--- config.mk ---
export PLATFORM = sky130hd
export DESIGN_NAME = arb_top
export DESIGN_NICKNAME = d
export VERILOG_FILES = /design/src/rtl/arb_pkg.sv /design/src/rtl/arb_rr_pick.sv /design/src/rtl/arb_select.sv /design/src/rtl/arb_top.sv
export SDC_FILE = /design/constraint.sdc
export NUM_CORES = 1
export LEC_CHECK = 0
export ABC_AREA = 0
export ABC_CLOCK_PERIOD_IN_PS = 2310
export BUFFER_PORTS_ARGS = -buffer_cell sky130_fd_sc_hd__buf_2
export CORE_AREA = 8 8 45 47
export DETAILED_ROUTE_END_ITERATION = 6
export DIE_AREA = 0 0 53 55
export PLACE_DENSITY = 0.72
export SLEW_MARGIN = 20
export SYNTH_ARGS = -nofsm -noshare
export SYNTH_HDL_FRONTEND = slang
export SYNTH_SLANG_ARGS = --single-unit
export TNS_END_PERCENT = 30
--- constraint.sdc ---
create_clock -name clk -period 2.31 [get_ports clk]
set_clock_uncertainty 0.1 [all_clocks]
set_input_delay 0.231 -clock clk [delete_from_list [all_inputs] [get_ports clk]]
set_output_delay 0.231 -clock clk [all_outputs]
set_load 0.02 [all_outputs]
--- src/rtl/arb_pkg.sv ---
package arb_pkg;
  typedef enum logic {MODE_ROTATE = 1'b0, MODE_FAVOUR = 1'b1} arb_mode_e;

  // Index of the slot following idx in a ring of n slots.
  function automatic int slot_after(input int idx, input int n);
    return (idx + 1 >= n) ? 0 : idx + 1;
  endfunction
endpackage

--- src/rtl/arb_rr_pick.sv ---
module arb_rr_pick #(
  parameter int N  = 4,
  parameter int IW = $clog2(N)
) (
  input  logic [N-1:0]  req,
  input  logic [IW-1:0] start,
  output logic          hit,
  output logic [IW-1:0] idx
);
  always_comb begin
    hit = 1'b0;
    idx = '0;
    for (int k = 0; k < N; k++) begin
      int s;
      s = int'(start) + k;
      if (s >= N) s = s - N;
      if (!hit && req[s]) begin
        hit = 1'b1;
        idx = IW'(s);
      end
    end
  end
endmodule

--- src/rtl/arb_select.sv ---
module arb_select
  import arb_pkg::*;
#(
  parameter int N   = 4,
  parameter int FAV = 3,
  parameter int IW  = $clog2(N)
) (
  input  arb_mode_e     mode,
  input  logic          fav_turn,
  input  logic          fav_req,
  input  logic          all_hit,
  input  logic [IW-1:0] all_idx,
  input  logic          oth_hit,
  input  logic [IW-1:0] oth_idx,
  output logic          win,
  output logic [IW-1:0] win_idx
);
  always_comb begin
    win     = 1'b0;
    win_idx = '0;
    if (mode == MODE_ROTATE) begin
      win     = all_hit;
      win_idx = all_idx;
    end else if (fav_turn && fav_req) begin
      win     = 1'b1;
      win_idx = IW'(FAV);
    end else if (oth_hit) begin
      win     = 1'b1;
      win_idx = oth_idx;
    end else if (fav_req) begin
      win     = 1'b1;
      win_idx = IW'(FAV);
    end
  end
endmodule

--- src/rtl/arb_top.sv ---
module arb_top
  import arb_pkg::*;
#(
  parameter int NUM_SLOTS = 4,
  parameter int FAV_SLOT  = 3
) (
  input  logic                 clk,
  input  logic                 rst,
  input  logic                 prio_en,
  input  logic [NUM_SLOTS-1:0] req,
  input  logic [NUM_SLOTS-1:0] done,
  output logic [NUM_SLOTS-1:0] gnt
);
  localparam int IW = $clog2(NUM_SLOTS);
  localparam logic [NUM_SLOTS-1:0] FAV_MASK = NUM_SLOTS'(1) << FAV_SLOT;

  logic [NUM_SLOTS-1:0] gnt_q;
  logic [IW-1:0]        rr_ptr_q, oth_ptr_q;
  logic                 fav_turn_q;

  logic          all_hit, oth_hit, win;
  logic [IW-1:0] all_idx, oth_idx, win_idx;
  logic          busy, release_now;
  arb_mode_e     mode;

  assign busy        = |gnt_q;
  assign release_now = |(gnt_q & done);
  assign mode        = prio_en ? MODE_FAVOUR : MODE_ROTATE;

  arb_rr_pick #(.N(NUM_SLOTS), .IW(IW)) u_pick_all (
    .req(req), .start(rr_ptr_q), .hit(all_hit), .idx(all_idx)
  );

  arb_rr_pick #(.N(NUM_SLOTS), .IW(IW)) u_pick_oth (
    .req(req & ~FAV_MASK), .start(oth_ptr_q), .hit(oth_hit), .idx(oth_idx)
  );

  arb_select #(.N(NUM_SLOTS), .FAV(FAV_SLOT), .IW(IW)) u_sel (
    .mode(mode), .fav_turn(fav_turn_q), .fav_req(req[FAV_SLOT]),
    .all_hit(all_hit), .all_idx(all_idx),
    .oth_hit(oth_hit), .oth_idx(oth_idx),
    .win(win), .win_idx(win_idx)
  );

  always_ff @(posedge clk) begin
    if (rst) begin
      gnt_q      <= '0;
      rr_ptr_q   <= '0;
      oth_ptr_q  <= '0;
      fav_turn_q <= 1'b1;
    end else if (busy) begin
      if (release_now) gnt_q <= '0;
    end else if (win) begin
      gnt_q    <= NUM_SLOTS'(1) << win_idx;
      rr_ptr_q <= IW'(slot_after(int'(win_idx), NUM_SLOTS));
      if (int'(win_idx) == FAV_SLOT) begin
        fav_turn_q <= 1'b0;
      end else begin
        fav_turn_q <= 1'b1;
        oth_ptr_q  <= IW'(slot_after(int'(win_idx), NUM_SLOTS));
      end
    end
  end

  assign gnt = gnt_q;
endmodule

# After elaboration in Yosys (flattened, before gate mapping)
# Index checks and enable logic that the tools add are counted.
dict set report word_totals {
  ff_bits 9
  out_inout_bits 4
}
dict set report classes {
  addsub 15
  n_lt_le_gt_ge 17
  n_eq_ne 2
  shift 1
  mux 62
  n_bitwise 3
  reduce_logical 19
}
# op n
set ops {}
lappend ops {{$lt 32x4->1 const B} 8}
lappend ops {{$mux 32} 8}
lappend ops {{$ge 32x4->1 const B} 6}
lappend ops {{$sub 32x4->32 const B} 6}
lappend ops {{$mux 1} 30}
lappend ops {{$mux 2} 13}
lappend ops {{$bmux 1 s2} 8}
lappend ops {{$add 2x2->3 const B} 4}
lappend ops {{$mux 4} 3}
lappend ops {{$add 2x1->3 const B} 3}
lappend ops {{$reduce_or 4->1} 2}
lappend ops {{$sub 2x3->4 const B} 2}
lappend ops {{$logic_and 1x1->1} 7}
lappend ops {{$ge 2x3->1 const B} 2}
lappend ops {{$logic_not 1->1} 6}
lappend ops {{$and 4x4->4} 1}
lappend ops {{$reduce_and 2->1} 2}
lappend ops {{$shl 1x2->4 const A} 1}
lappend ops {{$ge 3x3->1 const B} 1}
lappend ops {{$reduce_and 3->1} 1}
lappend ops {{$eq 2x1->1 const B} 1}
lappend ops {{$ne 2x1->1 const B} 1}
lappend ops {{$not 1->1} 2}
lappend ops {{$reduce_bool 2->1} 1}

# Longest topological paths before layout
# Gate-level depths: netlist of run 1.
dict set report logic_depth {
  ltp_word 21
  ltp_mapped 10
  depth_no_buf 9
}

# Hierarchy
# From an unflattened synthesis of run 1, not the netlist that was laid out.
dict set report unflattened {
  cells_unflattened 88
  hier_area_um2 673.1
}
# module instances cells_each area_each_um2
set modules_own_cells {}
lappend modules_own_cells {arb_top 1 47 465.4}
lappend modules_own_cells {arb_rr_pick 2 15 77.6}
lappend modules_own_cells {arb_select 1 11 52.6}

# Worst setup path after synthesis of run 1
# OpenSTA, ideal clock, no wires.
dict set report synth_path {
  path_kind {input -> register}
  start {input req[0]}
  end {register oth_ptr_q[1]}
  setup_time_ns 0.128
  arrival_time_ns 1.747
  setup_slack_ns 0.336
  cell_stages 9
  path_cell_list {buf_2 -> inv_1 -> o221ai_1 -> o21a_1 -> o311ai_2 -> ha_1 -> or3_4 -> mux2i_1 -> nor2_1}
}
dict set report synth_between {
  elab_chain_cells 19
  elab_cells_between_ends 64
  cone_classes {add/sub (1); order compare (1); eq/ne (1); mux (47); bitwise (1); reduce/logical (13)}
}
# element line_no
set synth_rtl {}
lappend synth_rtl {{start: declaration} arb_top.sv:10} ;# input logic [NUM_SLOTS-1:0] req,
lappend synth_rtl {{$bmux 1 s2} arb_rr_pick.sv:17} ;# if (!hit && req[s]) begin
lappend synth_rtl {{$mux 1 (not written as such) (2 in series)} arb_rr_pick.sv:17}
lappend synth_rtl {{$mux 1} arb_rr_pick.sv:17}
lappend synth_rtl {{$logic_not 1->1} arb_rr_pick.sv:17}
lappend synth_rtl {{$logic_and 1x1->1} arb_rr_pick.sv:17}
lappend synth_rtl {{$mux 1} arb_rr_pick.sv:17}
lappend synth_rtl {{$logic_not 1->1} arb_rr_pick.sv:17}
lappend synth_rtl {{$logic_and 1x1->1} arb_rr_pick.sv:17}
lappend synth_rtl {{[... 2 more ...]} --}
lappend synth_rtl {{$logic_and 1x1->1} arb_rr_pick.sv:17}
lappend synth_rtl {{$mux 2 or $mux 1 (tied branches)} arb_rr_pick.sv:17}
lappend synth_rtl {{$mux 2} arb_select.sv:27} ;# end else if (oth_hit) begin
lappend synth_rtl {{$mux 2} arb_select.sv:24} ;# end else if (fav_turn && fav_req) begin
lappend synth_rtl {{$mux 2} arb_select.sv:21} ;# if (mode == MODE_ROTATE) begin
lappend synth_rtl {{$add 2x1->3 or $eq 2x1->1 (tied branches)} {arb_pkg.sv:6, arb_top.sv:56}}
lappend synth_rtl {{$ge 3x3->1 or $not 1->1 (tied branches)} --}
lappend synth_rtl {{$mux 2 or $reduce_and 3->1 (tied branches)} --}
lappend synth_rtl {{end signal: assignment} arb_top.sv:60} ;# oth_ptr_q <= IW'(slot_after(int'(win_idx), NUM_SLOTS));
lappend synth_rtl {{end: declaration} arb_top.sv:18} ;# logic [IW-1:0] rr_ptr_q, oth_ptr_q;
# Parallel ways exist; a longest one is shown, timed or not. The select of a mux whose other input is x is not followed.
# A chain may end at the register's enable or synchronous reset.

# Worst setup path after layout of run 1
dict set report layout_path {
  start {register oth_ptr_q[1]}
  end {register oth_ptr_q[1]}
}
dict set report layout_between {
  elab_chain_cells 21
  elab_cells_between_ends 53
  cone_classes {add/sub (8); order compare (5); eq/ne (1); mux (31); bitwise (1); reduce/logical (7)}
}
# element
set layout_rtl {}
lappend layout_rtl {{parallel branches: the longest is 21 deep, another holds $sub 32x4->32}}
# Several ways; the timed one is not identified. The select of a mux whose other input is x is not followed.

==> impl_metrics.csv, run 1 <==
group,metric,value,unit
outcome,status,"complete, no violations",
timing,setup_viol_count_final,0,
layout,final_common_cell,"buf_2",
timing,finalSetupTns,0,ns
die,initial_core_util,43.13,%
global_route,grt_pass1_wl,2290,µm
placement,dp_hpwl,1052,µm
placement,portBuffers,14,
power,switching_share,41.66,%
placement,gp_congestion,0.7919,
setup_path,path_class,"register to register",
clocking,htree_levels,1,
clocking,cts-resized-gates,0,
timing,relSlewSlack,67.60,%
hold_path,hold_class,"primary input to register",
logic_synthesis,synthArstFlopShare,0,%
routing,wl,1341,µm
layout,diodes,0,
placement,dp_slack,0.2180,ns
setup_path,start_kind,"register",
timing,drv_slew,0,
power,leakage,0.3038,nW
logic_synthesis,syn_nets,86,
global_route,grt_max_degree,12,
setup_path,cp_num_buf_inv,0,
clocking,root_buffer,"clkbuf_4",
placement,placed_cell_area,673.1,µm²
global_route,antenna_found_initial,0,
clocking,path_clk_slew,0.06,ns
setup_path,required,2.36,ns
die,num_rows,14,
timing,hold_ws,0.1802,ns
power,clkPwrFrac,13.6,%
timing,worstMarginPinSlew,0.4860,ns
layout,final_nets,102,
die,die_area,0.002915,mm²
die,die_h,55,µm
setup_path,worstSetupEndpointType,"register",
logic_synthesis,yosysUniqueCellTypes,32,
setup_path,worstPathMaxFanout,5,
power,irDropWorstVdd,0.5470,mV
setup_path,slowest_stage,"or3_4",
clocking,post-cts-setup-buffer-count,0,
routing,dr.pass1.iters,4,
routing,drc,0,
logic_synthesis,yosys_register_bits,9,
power,p_comb_share,52.4,%
logic_synthesis,ys_seq_area_share,30.19,%
clocking,cts_buffers,3,
power,finalPower,0.8608,mW
clocking,insertion_delay,0.26,ns
power,cellPowerDensity,1231,mW/mm²
setup_path,worstPathCellList,"a21oi_1 > o2111ai_1 > o311ai_2 > ha_1 > or3_4 > mux2i_1 > nor2_1",
timing,hold_viol,0,
global_route,track_usage,10.44,%
routing,first_iter_violations,6,
setup_path,arrival,2.06,ns
timing,fin_ws,0.3009,ns
die,core-area,0.001384,mm²
routing,via_per_inst,5.725,
layout,mostFrequentLayoutCells,"14 x buf_2, 10 x nor2_1, 9 x dfxtp_1",
timing,max_freq,497.7,MHz
timing,min_period,2.009,ns
layout,drive_above_1_share,27.91,%
die,die_w,53,µm
logic_synthesis,syn_area,596.8,µm²
layout,final_area,699.4,µm²
clocking,cts_tree,"built",
layout,nFillCells,135,
routing,antenna_left,0,
logic_synthesis,synth_ff_type,"dfxtp_1",
logic_synthesis,synth_area_per_cell,8.406,µm²
layout,area_growth,17.19,%
clocking,clkSinkCount,9,
power,seqPwrFrac,34.1,%
power,p_int,0.5022,mW
clocking,hold_buffers,0,
routing,routed-via-count,584,
logic_synthesis,synth_edf_count,0,
setup_path,worst_path_largest_cell_delay,0.41,ns
routing,route.detailed.wl_per_inst,13.15,µm
clocking,cts_buffer_depth,2,
timing,period_share,86.97,%
logic_synthesis,synth_cells,71,
job,maxCapViolCount,0,
logic_synthesis,yosys_warnings,0,
setup_path,path_delay_family,"compound AO/OA/AOI/OAI gates",
global_route,grt_pass1_vias,568,
timing,grt_setup_unrepaired,"false",
global_route,grt.overflow.total,0,
power,power_switching,0.3586,mW
die,io_pins,15,
-- synth_stat cells (2+ instances only) --
| master | number | share of area (%) |
|---|---|---|
| inv_1 | 3 | 1.9 |
| buf_2 | 2 | 1.7 |
| nand2b_1 | 2 | 2.1 |
| nand2_1 | 4 | 2.5 |
| a22oi_1 | 3 | 3.8 |
| a21oi_1 | 4 | 3.4 |
| nor2b_1 | 2 | 2.1 |
| ha_1 | 4 | 8.4 |
| nor3_1 | 2 | 1.7 |
| nor2_1 | 10 | 6.3 |
| o21a_1 | 2 | 2.5 |
| dfxtp_1 | 9 | 30 |
| o21ai_0 | 4 | 3.4 |
| mux2i_1 | 2 | 3.4 |
-- routing by layer --
| metal | up-vias | track usage, % | routed length, µm |
|---|---|---|---|
| li1 | 292 | - | - |
| met1 | 266 | 11.26 | 621 |
| met2 | 22 | 16.02 | 573 |
| met3 | 4 | 4.545 | 119 |
| met4 | 0 | 7.759 | 26 |
| met5 | - | 0 | 0 |
-- area by class of cell --
type | count | area (µm²) | share of cell area, %
Tap cell | 16 | 20.02 | 2.862
Inverter | 3 | 11.26 | 1.610
Timing Repair Buffer | 14 | 70.07 | 10.02
Multi-Input combinational cell | 56 | 391.6 | 55.99
Clock buffer | 4 | 26.28 | 3.757
Sequential cell | 9 | 180.2 | 25.76
-- sequential cells by signal, indices dropped and copies added (netlist names) --
signal and cells:
gnt 4, oth_ptr_q 2, rr_ptr_q 2, fav_turn_q 1
-- final timing paths --
path                      from  cells after the start           end  slack (ns)
setup reg to reg  oth_ptr_q[1]                      7  oth_ptr_q[1]        0.30
hold reg to reg         gnt[3]                      2        gnt[3]        0.40
hold / removal             rst                      2        gnt[0]        0.18
setup / recovery  oth_ptr_q[1]                      7  oth_ptr_q[1]        0.30
-- logic make-up after synthesis --
| group | synth area share [%] |
|---|---|
| compound gates | 28.72 |
| simple gates | 25.16 |
| mux | 3.354 |
| buf+inv | 4.192 |
| flops | 30.19 |
| fa+ha+maj | 8.386 |
-- metrics by stage --
step                      instances  util [%]
after floorplan                  71         -
after global placement           98     48.64
after detailed placement         98     48.64
after CTS                       102     50.54
after global routing            102     50.54
final                           102     50.54
-- power groups by stage --
stage	combinational [mW]	clock, mW	sequential (mW)
after CTS	0.455	0.121	0.293
final	0.451	0.117	0.293
after global routing	0.506	0.138	0.304
after detailed placement	0.452	0	0.294
after global placement	0.445	0	0.293
after floorplan	0.332	0	0.309
(Power assumes the default switching activity.)
==> run 2, diff against run 1 <==
- CORE_AREA: 8 8 45 47 -> 8 8 48 50
- DIE_AREA: 0 0 53 55 -> 0 0 56 58
- PLACE_DENSITY: 0.72 -> 0.64
- TNS_END_PERCENT: 30 -> 50
==> impl_metrics.csv, run 2 (synthesis gave the netlist of run 1 again) <==
group,metric,value,unit
setup_path,startpoint,"oth_ptr_q[1]",
placement,dp_slack,0.2356,ns
routing,route.detailed.wl_per_inst,13.55,µm
setup_path,worstPathMaxFanout,5,
hold_path,hold_path_depth,2,
global_route,track_usage,9.107,%
die,die_h,58,µm
global_route,antenna_found_initial,0,
setup_path,start_kind,"register",
layout,drive_above_1_share,27.91,%
hold_path,min-delay-start,"rst",
timing,hold_viol,0,
routing,drc,0,
timing,grt_setup_unrepaired,"false",
timing,max_freq,485.8,MHz
clocking,post-cts-setup-buffer-count,0,
routing,first_iter_violations,7,
clocking,htree_levels,1,
hold_path,hold_class,"primary input to register",
placement,dp_hpwl,1074,µm
placement,portBuffers,14,
timing,setup_viol_count_final,0,
clocking,cts_tree,"built",
timing,finalSetupTns,0,ns
outcome,status,"complete, no violations",
die,core-area,0.001614,mm²
routing,antenna_left,0,
die,io_pins,15,
die,die_w,56,µm
layout,final_area,700.7,µm²
die,initial_core_util,36.98,%
clocking,cts_buffer_depth,2,
clocking,insertion_delay,0.26,ns
setup_path,rr_startpoint,"oth_ptr_q[1]",
clocking,clkSinkCount,9,
clocking,cts-resized-gates,0,
timing,hold_ws,0.1826,ns
routing,routed-via-count,571,
timing,worstMarginPinSlew,0.4671,ns
setup_path,required,2.36,ns
clocking,hold_buffers,0,
routing,dr.pass1.iters,4,
global_route,grt.overflow.total,0,
routing,via_per_inst,5.544,
clocking,cts_buffers,3,
placement,gp_congestion,0.8184,
global_route,grt_max_degree,12,
placement,placed_cell_area,674.4,µm²
placement,dp.cells,99,
timing,period_share,89.12,%
layout,mostFrequentLayoutCells,"14 x buf_2, 10 x nor2_1, 9 x dfxtp_1",
routing,wl,1396,µm
timing,min_period,2.059,ns
power,cellPowerDensity,1234,mW/mm²
layout,area_growth,17.40,%
routing,top_layer,"met4",
die,num_rows,15,
power,leakage,0.3038,nW
setup_path,path_class,"register to register",
layout,nFillCells,172,
routing,dr_wl_met3,115,µm
timing,fin_ws,0.2514,ns
routing,met1Wirelength,664,µm
clocking,root_buffer,"clkbuf_4",
timing,drv_slew,0,
job,maxCapViolCount,0,
clocking,path_clk_slew,0.06,ns
layout,stdcell_count,103,
setup_path,arrival,2.11,ns
routing,wl_met2,570,µm
layout,final_common_cell,"buf_2",
die,die_area,0.003248,mm²
setup_path,worstSetupEndpointType,"register",
layout,final_nets,102,
setup_path,worstRegToRegCells,9,
timing,relSlewSlack,68.86,%
power,irDropWorstVdd,0.4832,mV
global_route,grt_pass1_vias,590,
global_route,grt_pass1_wl,2435,µm
layout,diodes,0,
layout,largest_reg_flops,4,
run 2: cell counts in the layout (fill, tap and decap cells not counted):
Identical to the previous run, type by type.
run 2: area by class of cell:
cell class	instances	area, µm²	area share [%]
tap	17	21.27	3.036
timing repair buffer	14	70.07	10.00
sequential	9	180.2	25.71
multi-input combinational	56	391.6	55.89
inverter	3	11.26	1.607
clock buffer	4	26.28	3.750
run 2: path summary, 6_finish.rpt:
kind,to,slack [ns]
worst min-delay path,oth_ptr_q[1],0.18
worst min register to register,gnt[3],0.40
worst max-delay path,oth_ptr_q[1],0.25
worst max register to register,oth_ptr_q[1],0.25
run 2: layer usage:
layer	up-vias	track usage, %
met1	256	10.60
met5	-	0
li1	291	-
met2	19	12.36
met3	5	4.367
met4	0	7.216
run 2: where the power goes:
group / total (mW) / internal, mW / switching [mW]
Sequential: 0.295 / 0.222 / 0.0725
Combinational: 0.449 / 0.212 / 0.237
Clock: 0.121 / 0.0665 / 0.0542
Total: 0.865 / 0.501 / 0.364
run 2: stage by stage:
stage,util (%),power [mW]
finish,43.41,0.8647
global route,43.41,0.9471
CTS,43.41,0.8749
detailed placement,41.78,0.7483
global placement,41.78,0.7440
floorplan,-,0.6410
run 2: worst max-delay path, cell delays in order, from the launching register on:
cell	delay [ns]
dfxtp_1	0.37
nand2b_1	0.12
a21oi_1	0.06
o21ai_0	0.22
nand3_1	0.12
o21a_1	0.14
ha_1	0.19
or3_4	0.41
mux2i_1	0.16
nor2_1	0.05
==> run 3, diff against run 2 <==
- GPL_TIMING_DRIVEN: unset -> 0
==> impl_metrics.csv, run 3 (synthesis gave the netlist of run 1 again) <==
group,metric,value,unit
layout,final_nets,103,
timing,relSlewSlack,66.84,%
job,maxCapViolCount,0,
layout,largest_reg_flops,4,
timing,grt_setup_unrepaired,"false",
global_route,track_usage,8.211,%
layout,diodes,0,
clocking,cts_tree,"built",
clocking,root_buffer,"clkbuf_4",
power,seqPwrFrac,34.0,%
clocking,cts-resized-gates,0,
power,power_switching,0.3618,mW
clocking,clkSinkCount,9,
timing,period_share,87.12,%
die,io_pins,15,
layout,area_growth,18.03,%
clocking,htree_levels,1,
power,leakage,0.3049,nW
power,cellPowerDensity,1226,mW/mm²
die,num_rows,15,
setup_path,start_kind,"register",
power,p_comb_share,51.8,%
outcome,status,"complete, no violations",
layout,mostFrequentLayoutCells,"14 x buf_2, 10 x nor2_1, 9 x dfxtp_1",
timing,min_period,2.012,ns
global_route,antenna_found_initial,0,
die,initial_core_util,36.98,%
setup_path,required,2.35,ns
global_route,grt.overflow.total,0,
clocking,hold_buffers,0,
placement,dp_hpwl,1032,µm
power,p_int,0.5018,mW
timing,drv_slew,0,
routing,drc,0,
die,die_h,58,µm
setup_path,worstSetupEndpointType,"register",
routing,wl,1334,µm
routing,routed-via-count,563,
timing,worstMarginPinSlew,0.4974,ns
global_route,grt_pass1_vias,531,
clocking,path_clk_slew,0.06,ns
clocking,post-cts-setup-buffer-count,0,
die,die_area,0.003248,mm²
global_route,grt_max_degree,11,
routing,route.detailed.wl_per_inst,12.83,µm
placement,gp_congestion,0.7899,
layout,final_common_cell,"buf_2",
hold_path,hold_class,"primary input to register",
die,core-area,0.001614,mm²
clocking,insertion_delay,0.26,ns
timing,setup_viol_count_final,0,
clocking,cts_buffers,3,
setup_path,worstPathMaxFanout,5,
layout,drive_above_1_share,27.59,%
global_route,grt_pass1_wl,2166,µm
clocking,cts_buffer_depth,2,
die,die_w,56,µm
power,finalPower,0.8636,mW
power,irDropWorstVdd,0.4780,mV
power,switching_share,41.90,%
timing,hold_viol,0,
routing,antenna_left,0,
routing,via_per_inst,5.413,
setup_path,arrival,2.05,ns
layout,stdcell_count,104,
routing,first_iter_violations,8,
timing,finalSetupTns,0,ns
routing,dr.pass1.iters,4,
placement,dp.cells,100,
placement,portBuffers,12,
power,clkPwrFrac,14.1,%
timing,max_freq,496.9,MHz
setup_path,path_class,"register to register",
==> run 3: cell types whose count changed in the layout (fill, tap and decap cells not counted), sizes merged <==
cell,before,now
clkbuf,4,5
==> run 3: cell type report <==
class / count / area, µm²
flip-flops and latches: 9 / 180.2
multi-input cells: 56 / 391.6
repair buffers: 12 / 60.06
fillers: 174 / 909.6
inverters: 3 / 11.26
clock buffers: 4 / 26.28
plain buffers: 3 / 13.76
well taps: 17 / 21.27
==> run 3: power groups by stage <==
stage | clock (mW) | combinational (mW) | sequential, mW
6_report | 0.122 | 0.448 | 0.294
5_1_grt | 0.134 | 0.498 | 0.304
4_1_cts | 0.125 | 0.456 | 0.293
3_5_place_dp | 0 | 0.453 | 0.295
3_3_place_gp | 0 | 0.448 | 0.294
2_1_floorplan | 0 | 0.332 | 0.309
==> run 3: path summary, 6_finish.rpt <==
path                      from      endpoint  slack [ns]  depth (start not counted)
setup reg to reg  oth_ptr_q[1]  oth_ptr_q[1]        0.30                          9
hold reg to reg         gnt[3]        gnt[3]        0.40                          2
hold / removal             rst   rr_ptr_q[0]        0.15                          3
setup / recovery  oth_ptr_q[1]  oth_ptr_q[1]        0.30                          9
==> run 3: routing by layer <==
metal  vias up  part of all wire [%]  wire length [µm]  GRT usage, %
met5         -                     0                 0             0
met4         0                   3.4                45         6.186
met3         5                   7.4                99         3.275
met2        19                    40               528         12.52
met1       244                    50               661         8.966
li1        295                     -                 -             -
==> run 3: worst max-delay path, cell delays in order (launching register included) <==
cell and delay, ns:
dfxtp_1 0.37, nand2b_1 0.12, a21oi_1 0.06, o21ai_0 0.17, nand3_1 0.12, o21a_1 0.14, ha_1 0.20, or3_4 0.40
mux2i_1 0.15, nor2_1 0.05
==> run 3: through the flow <==
stage          setup WS [ns]  hold slack, ns  cell area [µm²]  util [%]
4_1_cts               0.2844          0.1476            704.4     43.64
6_report              0.2975          0.1504            704.4     43.64
3_3_place_gp          0.2138          0.3929            678.2     42.02
2_1_floorplan         0.3358          0.3170            596.8         -
5_1_grt              0.09964          0.1578            704.4     43.64
3_5_place_dp          0.1986          0.3926            678.2     42.02
